## config.mk

```make
export PLATFORM = sky130hd
export DESIGN_NAME = mstep_seq_ctrl
export DESIGN_NICKNAME = d
export VERILOG_FILES = /design/src/rtl/mstep_pkg.sv /design/src/rtl/mstep_cond_qual.sv /design/src/rtl/mstep_skeleton.sv /design/src/rtl/mstep_slot_ctr.sv /design/src/rtl/mstep_and_or.sv /design/src/rtl/mstep_seq_ctrl.sv
export SDC_FILE = /design/constraint.sdc
export NUM_CORES = 1
export LEC_CHECK = 0
export ABC_AREA = 1
export BUFFER_PORTS_ARGS = -buffer_cell sky130_fd_sc_hd__buf_2
export CORE_MARGIN = 2
export CORE_UTILIZATION = 51
export DETAILED_ROUTE_END_ITERATION = 16
export GPL_TIMING_DRIVEN = 0
export MAX_ROUTING_LAYER = met4
export PLACE_DENSITY = 0.94
export SLEW_MARGIN = 0
export SYNTH_ARGS = -nofsm -noshare
export SYNTH_HDL_FRONTEND = slang
export SYNTH_HIERARCHICAL = 1
export SYNTH_SLANG_ARGS = --single-unit
```

## constraint.sdc

```tcl
create_clock -name clk -period 3.75 [get_ports clk]
set_input_delay 0.75 -clock clk [delete_from_list [all_inputs] [get_ports clk]]
set_output_delay 0.75 -clock clk [all_outputs]
set_load 0.005 [all_outputs]
```

## src/rtl/mstep_pkg.sv

```systemverilog
package mstep_pkg;

    localparam int STATE_W   = 2;
    localparam int NUM_STATES = 1 << STATE_W;
    localparam int SLOT_W    = 3;
    localparam int NUM_SLOTS = 1 << SLOT_W;
    localparam int NUM_STEPS = 7;
    localparam int NUM_CONDS = 6;
    localparam int NUM_TERMS = 22;
    localparam int TBL_W     = 16;
    localparam logic [TBL_W-1:0] TBL_INIT = 16'h4095;

    typedef enum logic [STATE_W-1:0] {
        ST_IDLE    = 2'd0,
        ST_SETUP   = 2'd1,
        ST_COMPARE = 2'd2,
        ST_ADVANCE = 2'd3
    } ctl_state_e;

    // qualified condition line indices
    localparam int C_ALWAYS = 0;
    localparam int C_START  = 1;
    localparam int C_HIT    = 2;
    localparam int C_MISS   = 3;
    localparam int C_END    = 4;
    localparam int C_VAR    = 5;

    // microstep output line indices
    localparam int MS_INC_IO  = 0;
    localparam int MS_IO_MAR  = 1;
    localparam int MS_SAVE_IO = 2;
    localparam int MS_LOAD_TB = 3;
    localparam int MS_TB_MAR  = 4;
    localparam int MS_READ    = 5;
    localparam int MS_CHANGE  = 6;

    typedef logic [NUM_CONDS-1:0] cond_vec_t;
    typedef logic [NUM_STEPS-1:0] step_vec_t;

    typedef struct packed {
        logic [STATE_W-1:0] st;
        logic [2:0]         cond;
        logic [SLOT_W-1:0]  slot;
        logic [2:0]         step;
    } term_t;

    function automatic term_t mk(input int st, input int cond, input int slot, input int step);
        term_t t;
        t.st   = STATE_W'(st);
        t.cond = 3'(cond);
        t.slot = SLOT_W'(slot);
        t.step = 3'(step);
        return t;
    endfunction

    // the AND-plane: one entry per microstep term
    function automatic term_t term_at(input int i);
        case (i)
            0:  return mk(0, C_START,  0, MS_CHANGE);
            1:  return mk(1, C_ALWAYS, 0, MS_SAVE_IO);
            2:  return mk(1, C_ALWAYS, 1, MS_LOAD_TB);
            3:  return mk(1, C_ALWAYS, 2, MS_TB_MAR);
            4:  return mk(1, C_ALWAYS, 3, MS_READ);
            5:  return mk(1, C_ALWAYS, 4, MS_CHANGE);
            6:  return mk(2, C_HIT,    0, MS_INC_IO);
            7:  return mk(2, C_HIT,    1, MS_IO_MAR);
            8:  return mk(2, C_HIT,    2, MS_READ);
            9:  return mk(2, C_HIT,    3, MS_CHANGE);
            10: return mk(2, C_MISS,   0, MS_TB_MAR);
            11: return mk(2, C_MISS,   1, MS_READ);
            12: return mk(2, C_MISS,   2, MS_CHANGE);
            13: return mk(3, C_VAR,    0, MS_INC_IO);
            14: return mk(3, C_VAR,    1, MS_IO_MAR);
            15: return mk(3, C_VAR,    2, MS_READ);
            16: return mk(3, C_VAR,    3, MS_SAVE_IO);
            17: return mk(3, C_VAR,    4, MS_LOAD_TB);
            18: return mk(3, C_VAR,    5, MS_TB_MAR);
            19: return mk(3, C_VAR,    6, MS_READ);
            20: return mk(3, C_VAR,    7, MS_CHANGE);
            default: return mk(3, C_END, 0, MS_CHANGE);
        endcase
    endfunction

    // OR-plane mask: which terms feed a given microstep line
    function automatic logic [NUM_TERMS-1:0] step_mask(input int step);
        logic [NUM_TERMS-1:0] m;
        m = '0;
        for (int i = 0; i < NUM_TERMS; i++) begin
            m[i] = (int'(term_at(i).step) == step);
        end
        return m;
    endfunction

    // skeleton: does the present state see a usable input?
    function automatic logic trans_selected(input ctl_state_e st, input cond_vec_t c);
        case (st)
            ST_IDLE:    return c[C_START];
            ST_SETUP:   return c[C_ALWAYS];
            ST_COMPARE: return c[C_HIT] | c[C_MISS];
            default:    return c[C_END] | c[C_VAR];
        endcase
    endfunction

    // skeleton: destination once the change microstep fires
    function automatic ctl_state_e next_state(input ctl_state_e st, input cond_vec_t c);
        case (st)
            ST_IDLE:    return c[C_START] ? ST_SETUP : ST_IDLE;
            ST_SETUP:   return ST_COMPARE;
            ST_COMPARE: return c[C_HIT] ? ST_ADVANCE : ST_COMPARE;
            default:    return c[C_END] ? ST_IDLE : (c[C_VAR] ? ST_COMPARE : ST_ADVANCE);
        endcase
    endfunction

endpackage

```

## src/rtl/mstep_cond_qual.sv

```systemverilog
module mstep_cond_qual
    import mstep_pkg::*;
(
    input  logic      start_req,
    input  logic      hit,
    input  logic      miss,
    input  logic      end_mark,
    input  logic      var_mark,
    output cond_vec_t cond
);
    always_comb begin
        cond           = '0;
        cond[C_ALWAYS] = 1'b1;
        cond[C_START]  = start_req;
        cond[C_HIT]    = hit;
        cond[C_MISS]   = miss & ~hit;         // match wins
        cond[C_END]    = end_mark;
        cond[C_VAR]    = var_mark & ~end_mark; // end symbol wins
    end
endmodule

```

## src/rtl/mstep_skeleton.sv

```systemverilog
module mstep_skeleton
    import mstep_pkg::*;
(
    input  logic                  clk,
    input  logic                  rst,
    input  logic                  chg,
    input  cond_vec_t             cond,
    output ctl_state_e            state,
    output logic [NUM_STATES-1:0] state_line,
    output logic                  active
);
    ctl_state_e state_q;

    always_ff @(posedge clk) begin
        if (rst) begin
            state_q <= ST_IDLE;
        end else if (chg) begin
            state_q <= next_state(state_q, cond);
        end
    end

    assign state  = state_q;
    assign active = trans_selected(state_q, cond);

    for (genvar s = 0; s < NUM_STATES; s++) begin : g_state_dec
        assign state_line[s] = (state_q == ctl_state_e'(s));
    end
endmodule

```

## src/rtl/mstep_slot_ctr.sv

```systemverilog
module mstep_slot_ctr
    import mstep_pkg::*;
(
    input  logic                 clk,
    input  logic                 rst,
    input  logic                 active,
    input  logic                 chg,
    output logic [SLOT_W-1:0]    slot,
    output logic [NUM_SLOTS-1:0] slot_line
);
    localparam logic [SLOT_W-1:0] SLOT_LAST = SLOT_W'(NUM_SLOTS - 1);

    logic [SLOT_W-1:0] cnt_q;

    always_ff @(posedge clk) begin
        if (rst || chg) begin
            cnt_q <= '0;
        end else if (active && cnt_q != SLOT_LAST) begin
            cnt_q <= cnt_q + 1'b1;
        end
    end

    assign slot = cnt_q;

    for (genvar k = 0; k < NUM_SLOTS; k++) begin : g_slot_dec
        assign slot_line[k] = (cnt_q == SLOT_W'(k));
    end
endmodule

```

## src/rtl/mstep_and_or.sv

```systemverilog
module mstep_and_or
    import mstep_pkg::*;
(
    input  logic [NUM_STATES-1:0] state_line,
    input  logic [NUM_SLOTS-1:0]  slot_line,
    input  cond_vec_t             cond,
    output step_vec_t             steps
);
    logic [NUM_TERMS-1:0] term_hit;

    for (genvar t = 0; t < NUM_TERMS; t++) begin : g_and
        localparam term_t TERM = term_at(t);
        assign term_hit[t] = state_line[TERM.st] & slot_line[TERM.slot] & cond[TERM.cond];
    end

    for (genvar s = 0; s < NUM_STEPS; s++) begin : g_or
        localparam logic [NUM_TERMS-1:0] MASK = step_mask(s);
        assign steps[s] = |(term_hit & MASK);
    end
endmodule

```

## src/rtl/mstep_seq_ctrl.sv

```systemverilog
module mstep_seq_ctrl
    import mstep_pkg::*;
(
    input  logic               clk,
    input  logic               rst,
    input  logic               start_req,
    input  logic               hit,
    input  logic               miss,
    input  logic               end_mark,
    input  logic               var_mark,
    output logic               inc_io_ctr,
    output logic               io_ctr_to_mar,
    output logic               save_io_ctr,
    output logic               load_tbl_ctr,
    output logic               tbl_ctr_to_mar,
    output logic               mem_read,
    output logic               change_state,
    output logic [TBL_W-1:0]   tbl_load_val,
    output logic [STATE_W-1:0] cur_state,
    output logic [SLOT_W-1:0]  cur_slot
);
    cond_vec_t             cond;
    ctl_state_e            state;
    logic [NUM_STATES-1:0] state_line;
    logic [NUM_SLOTS-1:0]  slot_line;
    logic                  active;
    step_vec_t             steps;
    step_vec_t             steps_g;

    mstep_cond_qual u_qual (
        .start_req (start_req),
        .hit       (hit),
        .miss      (miss),
        .end_mark  (end_mark),
        .var_mark  (var_mark),
        .cond      (cond)
    );

    mstep_skeleton u_skel (
        .clk        (clk),
        .rst        (rst),
        .chg        (steps_g[MS_CHANGE]),
        .cond       (cond),
        .state      (state),
        .state_line (state_line),
        .active     (active)
    );

    mstep_slot_ctr u_slot (
        .clk       (clk),
        .rst       (rst),
        .active    (active),
        .chg       (steps_g[MS_CHANGE]),
        .slot      (cur_slot),
        .slot_line (slot_line)
    );

    mstep_and_or u_array (
        .state_line (state_line),
        .slot_line  (slot_line),
        .cond       (cond),
        .steps      (steps)
    );

    assign steps_g        = rst ? '0 : steps;
    assign inc_io_ctr     = steps_g[MS_INC_IO];
    assign io_ctr_to_mar  = steps_g[MS_IO_MAR];
    assign save_io_ctr    = steps_g[MS_SAVE_IO];
    assign load_tbl_ctr   = steps_g[MS_LOAD_TB];
    assign tbl_ctr_to_mar = steps_g[MS_TB_MAR];
    assign mem_read       = steps_g[MS_READ];
    assign change_state   = steps_g[MS_CHANGE];
    assign tbl_load_val   = TBL_INIT;
    assign cur_state      = state;
endmodule

```

==> reports/qor.yml, run 1 <==
synth-warning-count: 6
whs_endpoint: "u_slot/slot[1]"
core_mm2: 0.00154
synth_area_leaders: "buf_4, ha_1, inv_1"
hold_path.class: "register to register"
final_cell_mix: "inv_1, nand2_1, nor2_1, buf_4"
drt-met1-wl_um: 679
yosysSeqAreaShare_pct: 11.6
grt_pass1_wl_um: 2630
reg2reg_setup_slack_ns: 1.76
r2r-start: "u_slot/slot[0]"
drtIter0Drc: 13
dp_cells: 195
antenna_found_initial: 0
drtPass1Iterations: 5
fp.dieW_um: 45.2
outcome: "finished, final reports clean"
clkTransAtPathRegs_ns: 0.04
comb_power_share_pct: 62.5
synth_top_cell_by_area: "buf_4"
drv_cap: 0
grt_pass1_vias: 733
cts-resized-gates: 0
row_count: 14
wl_met2_um: 892
fin_nets: 201
cell_internal_pwr_mw: 0.212
place.gp.congestion: 0.814
cts_tree: "yes"
totalNegativeSetupSlack_ns: 0
final_layout_size_suffix_gt1_share_pct: 27.3
min_path_cells: 2
path_class: "register to output port"
num_vias: 886
place_hpwl_um: 1470
routed_wl_um: 1670
numCtsBuffers: 3
start_util_pct: 56.1
antenna_cells: 0
p_clk_share_pct: 15.0
rr_worst_depth: 13
track_usage_pct: 17.1
hold_viol: 0
grt_max_degree: 11
stdcell_count: 199
crit_slowest_cell: "dfxtp_1"
ir_worst_vdd_v: 0.000311
dieArea_mm2: 0.00204
worstPathMaxFanout: 6
hold_buffers: 0
wl_met3_um: 103
io_pins: 35
timing.fmax_ghz: 0.376
cpPeakStageDelay_ns: 0.35
required_ns: 3.00
final_antenna_net_count: 0
io_buffers: 17
seqPwrFrac_pct: 22.4
ys_ff_latch: 5
crit_top_cell: "inv_1"
hold_ws_ns: 0.543
synthCells: 148
cp-start-kind: "register"
clock_latency_ns: 0.24
stdcell_area_mm2: 0.00105
worst_setup_path_end_kind: "output port"
leakage_nw: 0.651
post-route-period-util_pct: 70.9
period_minus_slack_ns: 2.66
setup_viol: 0
top_layer: "met3"
ctsLongestPathBuffers: 2
synth_top_cell_area_share_pct: 18.2
syn_to_final_growth_pct: 21.3
swShare_pct: 47.4
synth_area_per_cell_um2: 5.84
clockRootBuffer: "clkbuf_4"
drv_slew: 0
final_common_cell: "inv_1"
dpl_cell_area_mm2: 0.00102
wl_per_cell_um: 8.41
post_cts_buffers: 0
grt_overflow: 0
path_cells: "inv_1, ha_1, inv_1, nor2_1, nand3_1, o21ai_1, inv_1, nand2_1, inv_1, nor2_1, buf_2"
p_per_area_mw_per_mm2: 384
cp.arrival_ns: 1.91
worstReg2RegEnd: "u_skel/state[0]"
vias_per_cell: 4.45
ys_types: 19
die_h_um: 45.2
finClkSkew_ns: 0.00232
synthesis.area_um2: 865
rsz0062_at_grt: "no"
p_switching_mw: 0.191
drcViolationCount: 0
clock_sinks: 5
min_from: "u_slot/slot[1]"
htreeDepth: 1
==> sequential cells by signal, summed over array words and instances (netlist names) <==
| signal | cells |
|---|---|
| u_skel/state | 2 |
| u_slot/slot | 3 |
==> worst max-delay path, delay by kind of cell (launching register included) <==
kind / cells / cell delay [ns]
AND/OR/NAND/NOR: 4 / 0.66
buffers and inverters: 5 / 0.41
flip-flops: 1 / 0.35
adder cells (fa/ha/maj): 1 / 0.16
AO/OA/AOI/OAI: 1 / 0.09
==> power by group through the flow <==
stage	Combinational, mW	Sequential (mW)	Clock [mW]
after floorplan	0.188	0.0900	0
after global placement	0.238	0.0896	0
after detailed placement	0.250	0.0913	0
after CTS	0.251	0.0907	0.0642
after global routing	0.287	0.0928	0.0644
final	0.252	0.0903	0.0605
==> synthesized netlist by cell type <==
library cell and number:
nor2_4 1, or2_1 1, nand2_2 1, nor2_1 21, inv_2 3, nand3_1 17
o22ai_1 1, nand2_1 23, ha_1 10, conb_1 3, dfxtp_1 5, nor2_2 3
o21ai_0 1, a21oi_1 4, a21oi_2 1, o21ai_1 2, buf_4 21, inv_1 29
o21bai_1 1
==> metal layers <==
metal,GRT usage [%],vias to the layer above
met5,-,-
met4,7.06,0
met3,0,0
met2,32.6,31
met1,18.4,382
li1,-,473
==> logic make-up (layout without fill, tap and decap cells) <==
kind of cell	Yosys count	count (layout)	synth area share, %
and+or+nand+nor	67	67	33.9
buffers and inverters	53	74	32.1
other	3	17	1.30
adders and majority gates	10	10	14.5
DFF	5	5	11.6
AOI/OAI and AO/OA	10	10	6.66
==> layout make-up <==
cell class	count	area [um2]
buffer	21	158
clock buffer	4	26.3
fill	145	493
inverter	32	120
multi-input combinational	104	539
sequential	5	100
tap	16	20.0
timing repair buffer	17	85.1
==> through the flow <==
step | setup WS, ns | power [mW] | utilization, %
floorplan | 1.59 | 0.278 | -
global placement | 1.24 | 0.327 | 66.3
detailed placement | 1.21 | 0.341 | 66.3
CTS | 1.09 | 0.406 | 68.0
global route | 0.925 | 0.444 | 68.0
finish | 1.09 | 0.403 | 68.0
==> worst max path at each step <==
stage	startpoint	endpoint	slack, ns	cells after the start
finish	u_slot/slot[0]	change_state	1.09	11
global route	u_slot/slot[0]	change_state	0.93	11
CTS	u_slot/slot[0]	change_state	1.09	11
detailed placement	hit	change_state	1.21	9
global placement	hit	change_state	1.24	9
floorplan	var_mark	change_state	1.59	8
No activity file was read; power rests on OpenSTA's default activity.
==> run 2: changes to the inputs <==
Settings changed: ABC_AREA 1 to 0, CORE_UTILIZATION 51 to 46, PLACE_DENSITY 0.94 to 0.88.
Clock period 3.75 ns to 2.5 ns, I/O delays scaled along.
==> reports/qor.yml, run 2 <==
synth_top_cell_by_area: "buf_4"
syn_to_final_growth_pct: 24.7
antenna_cells: 0
synth-xor-area-share_pct: 1.11
post_cts_buffers: 0
synth.most_common_cell: "buf_4"
grt_max_degree: 13
dp_cells: 141
num_vias: 710
synth_edf_count: 0
cp.arrival_ns: 1.90
synth_top_family_by_area: "simple AND/OR/NAND/NOR gates"
place.gp.congestion: 0.753
synthCells: 94
yosysSeqAreaShare_pct: 12.7
clock_sinks: 5
timing.fmax_ghz: 0.417
drcViolationCount: 0
comb_power_share_pct: 60.5
worstPathMaxFanout: 8
p_clk_share_pct: 14.6
vias_per_cell: 4.90
final_layout_size_suffix_gt1_share_pct: 38.8
drv_slew: 0
totalNegativeSetupSlack_ns: 0
hold_viol: 0
synthesis.area_um2: 786
seqPwrFrac_pct: 24.9
die_h_um: 45.3
use_met2_pct: 28.3
synth-main-ff-cell: "dfxtp_1"
final_common_cell: "buf_4"
leakage_nw: 0.514
cts_tree: "yes"
outcome: "finished, final reports clean"
drtIter0Drc: 21
clockRootBuffer: "clkbuf_4"
drtPass1Iterations: 4
antenna_found_initial: 0
ctsLongestPathBuffers: 2
grtUsageMet1_pct: 19.9
met3_usage_pct: 1.20
stdcell_count: 145
swShare_pct: 41.6
ys_types: 31
largest_reg_flops: 3
core_mm2: 0.00156
drv_cap: 0
ir_worst_vdd_v: 0.000481
ys_ff_latch: 5
synth-warning-count: 6
grt_overflow: 0
io_pins: 35
path_class: "register to output port"
post-route-period-util_pct: 96.0
dieArea_mm2: 0.00205
synth_top_cell_area_share_pct: 19.1
p_switching_mw: 0.254
final_antenna_net_count: 0
synth_fa_ha_area_share_pct: 15.9
cell_internal_pwr_mw: 0.356
grt_pass1_wl_um: 2510
hold_path.class: "register to register"
yosys-top-cells-count: "buf_4, ha_1, nor2b_1"
htreeDepth: 1
wl_per_cell_um: 10.4
worst_setup_path_end_kind: "output port"
final_cell_mix: "buf_4, conb_1, buf_2"
finClkSkew_ns: 0.000650
clock_latency_ns: 0.23
start_util_pct: 50.4
synth_area_leaders: "buf_4, ha_1, dfxtp_1"
grt_pass1_vias: 609
synth_compound_area_share_pct: 18.6
fin_nets: 147
cp-start-kind: "register"
filler_cell_count: 152
numCtsBuffers: 3
grt.busiest_layer: "met2"
yosys.area_share.simple_pct: 27.4
synthMuxAreaShare_pct: 1.27
synth_area_per_cell_um2: 8.36
setup_viol: 0
required_ns: 2.00
place_hpwl_um: 1250
fp.dieW_um: 45.3
io_buffers: 17
period_minus_slack_ns: 2.40
routed_wl_um: 1510
clkTransAtPathRegs_ns: 0.04
p_per_area_mw_per_mm2: 622
track_usage_pct: 16.9
row_count: 14
async_reset_ff_share_pct: 0
rsz0062_at_grt: "no"
## run 2: cell types whose count changed after synthesis, moves of 4 or more
cell,delta
nand3_1,-13
nand2_1,-20
inv_1,-24
a21oi_1,-4
nor2b_1,+10
nor2_1,-19
## run 2: layout make-up
type | count | area (um2) | area share (%)
multi-input cells | 78 | 577 | 58.9
plain buffers | 20 | 150 | 15.3
flip-flops and latches | 5 | 103 | 10.5
repair buffers | 17 | 85.1 | 8.68
clock buffers | 4 | 26.3 | 2.68
well taps | 16 | 20.0 | 2.04
inverters | 5 | 18.8 | 1.92
## run 2: power by group through the flow
stage / logic [mW] / clock network, mW / registers [mW]
after detailed placement: 0.356 / 0 / 0.151
after global placement: 0.344 / 0 / 0.147
after global routing: 0.414 / 0.104 / 0.160
after floorplan: 0.268 / 0 / 0.147
after CTS: 0.360 / 0.0936 / 0.150
final: 0.368 / 0.0889 / 0.152
## run 2: timing repair
item | CTS | global route
endpoints found under the hold margin | 0 | 0
hold buffers | 0 | 0
setup endpoints to repair | 1 | 1
gates resized for setup | 1 | 3
## run 2: routing by layer
| layer | vias up | share of wire, % |
|---|---|---|
| li1 | 361 | - |
| met1 | 314 | 43 |
| met2 | 35 | 49 |
| met3 | 0 | 7.6 |
| met4 | 0 | 0 |
| met5 | - | 0 |
## run 2: cell families after synthesis
kind of cell / after synthesis
mux: 1
buf+inv: 25
xor+xnor: 1
fa+ha+maj: 10
other cells: 3
compound gates: 16
flops: 5
simple gates: 33
## run 2: final timing paths
| kind | end | cells past startpoint | from | slack [ns] |
|---|---|---|---|---|
| min reg2reg | u_skel/state[1] | 2 | u_skel/state[1] | 0.57 |
| max reg2reg | u_slot/slot[2] | 6 | u_slot/slot[0] | 0.57 |
| min | u_skel/state[1] | 2 | u_skel/state[1] | 0.57 |
| max | change_state | 6 | u_slot/slot[0] | 0.10 |
## run 2: critical path: stages (launching register included)
cell	delay, ns
dfxtp_2	0.34
ha_1	0.22
ha_1	0.23
a22o_1	0.24
a221o_1	0.34
nor2b_4	0.16
buf_2	0.14
## run 2: through the flow
stage | util [%] | power (mW) | cell area, um2 | setup slack, ns | hold WS, ns
3_5_place_dp | 60.5 | 0.507 | 943 | 0.0945 | 0.566
6_report | 62.8 | 0.609 | 980 | 0.101 | 0.573
2_1_floorplan | - | 0.415 | 838 | 0.485 | 0.513
4_1_cts | 62.4 | 0.604 | 972 | 0.00231 | 0.573
5_1_grt | 62.8 | 0.678 | 980 | 0.00590 | 0.619
3_3_place_gp | 60.5 | 0.490 | 943 | 0.193 | 0.523
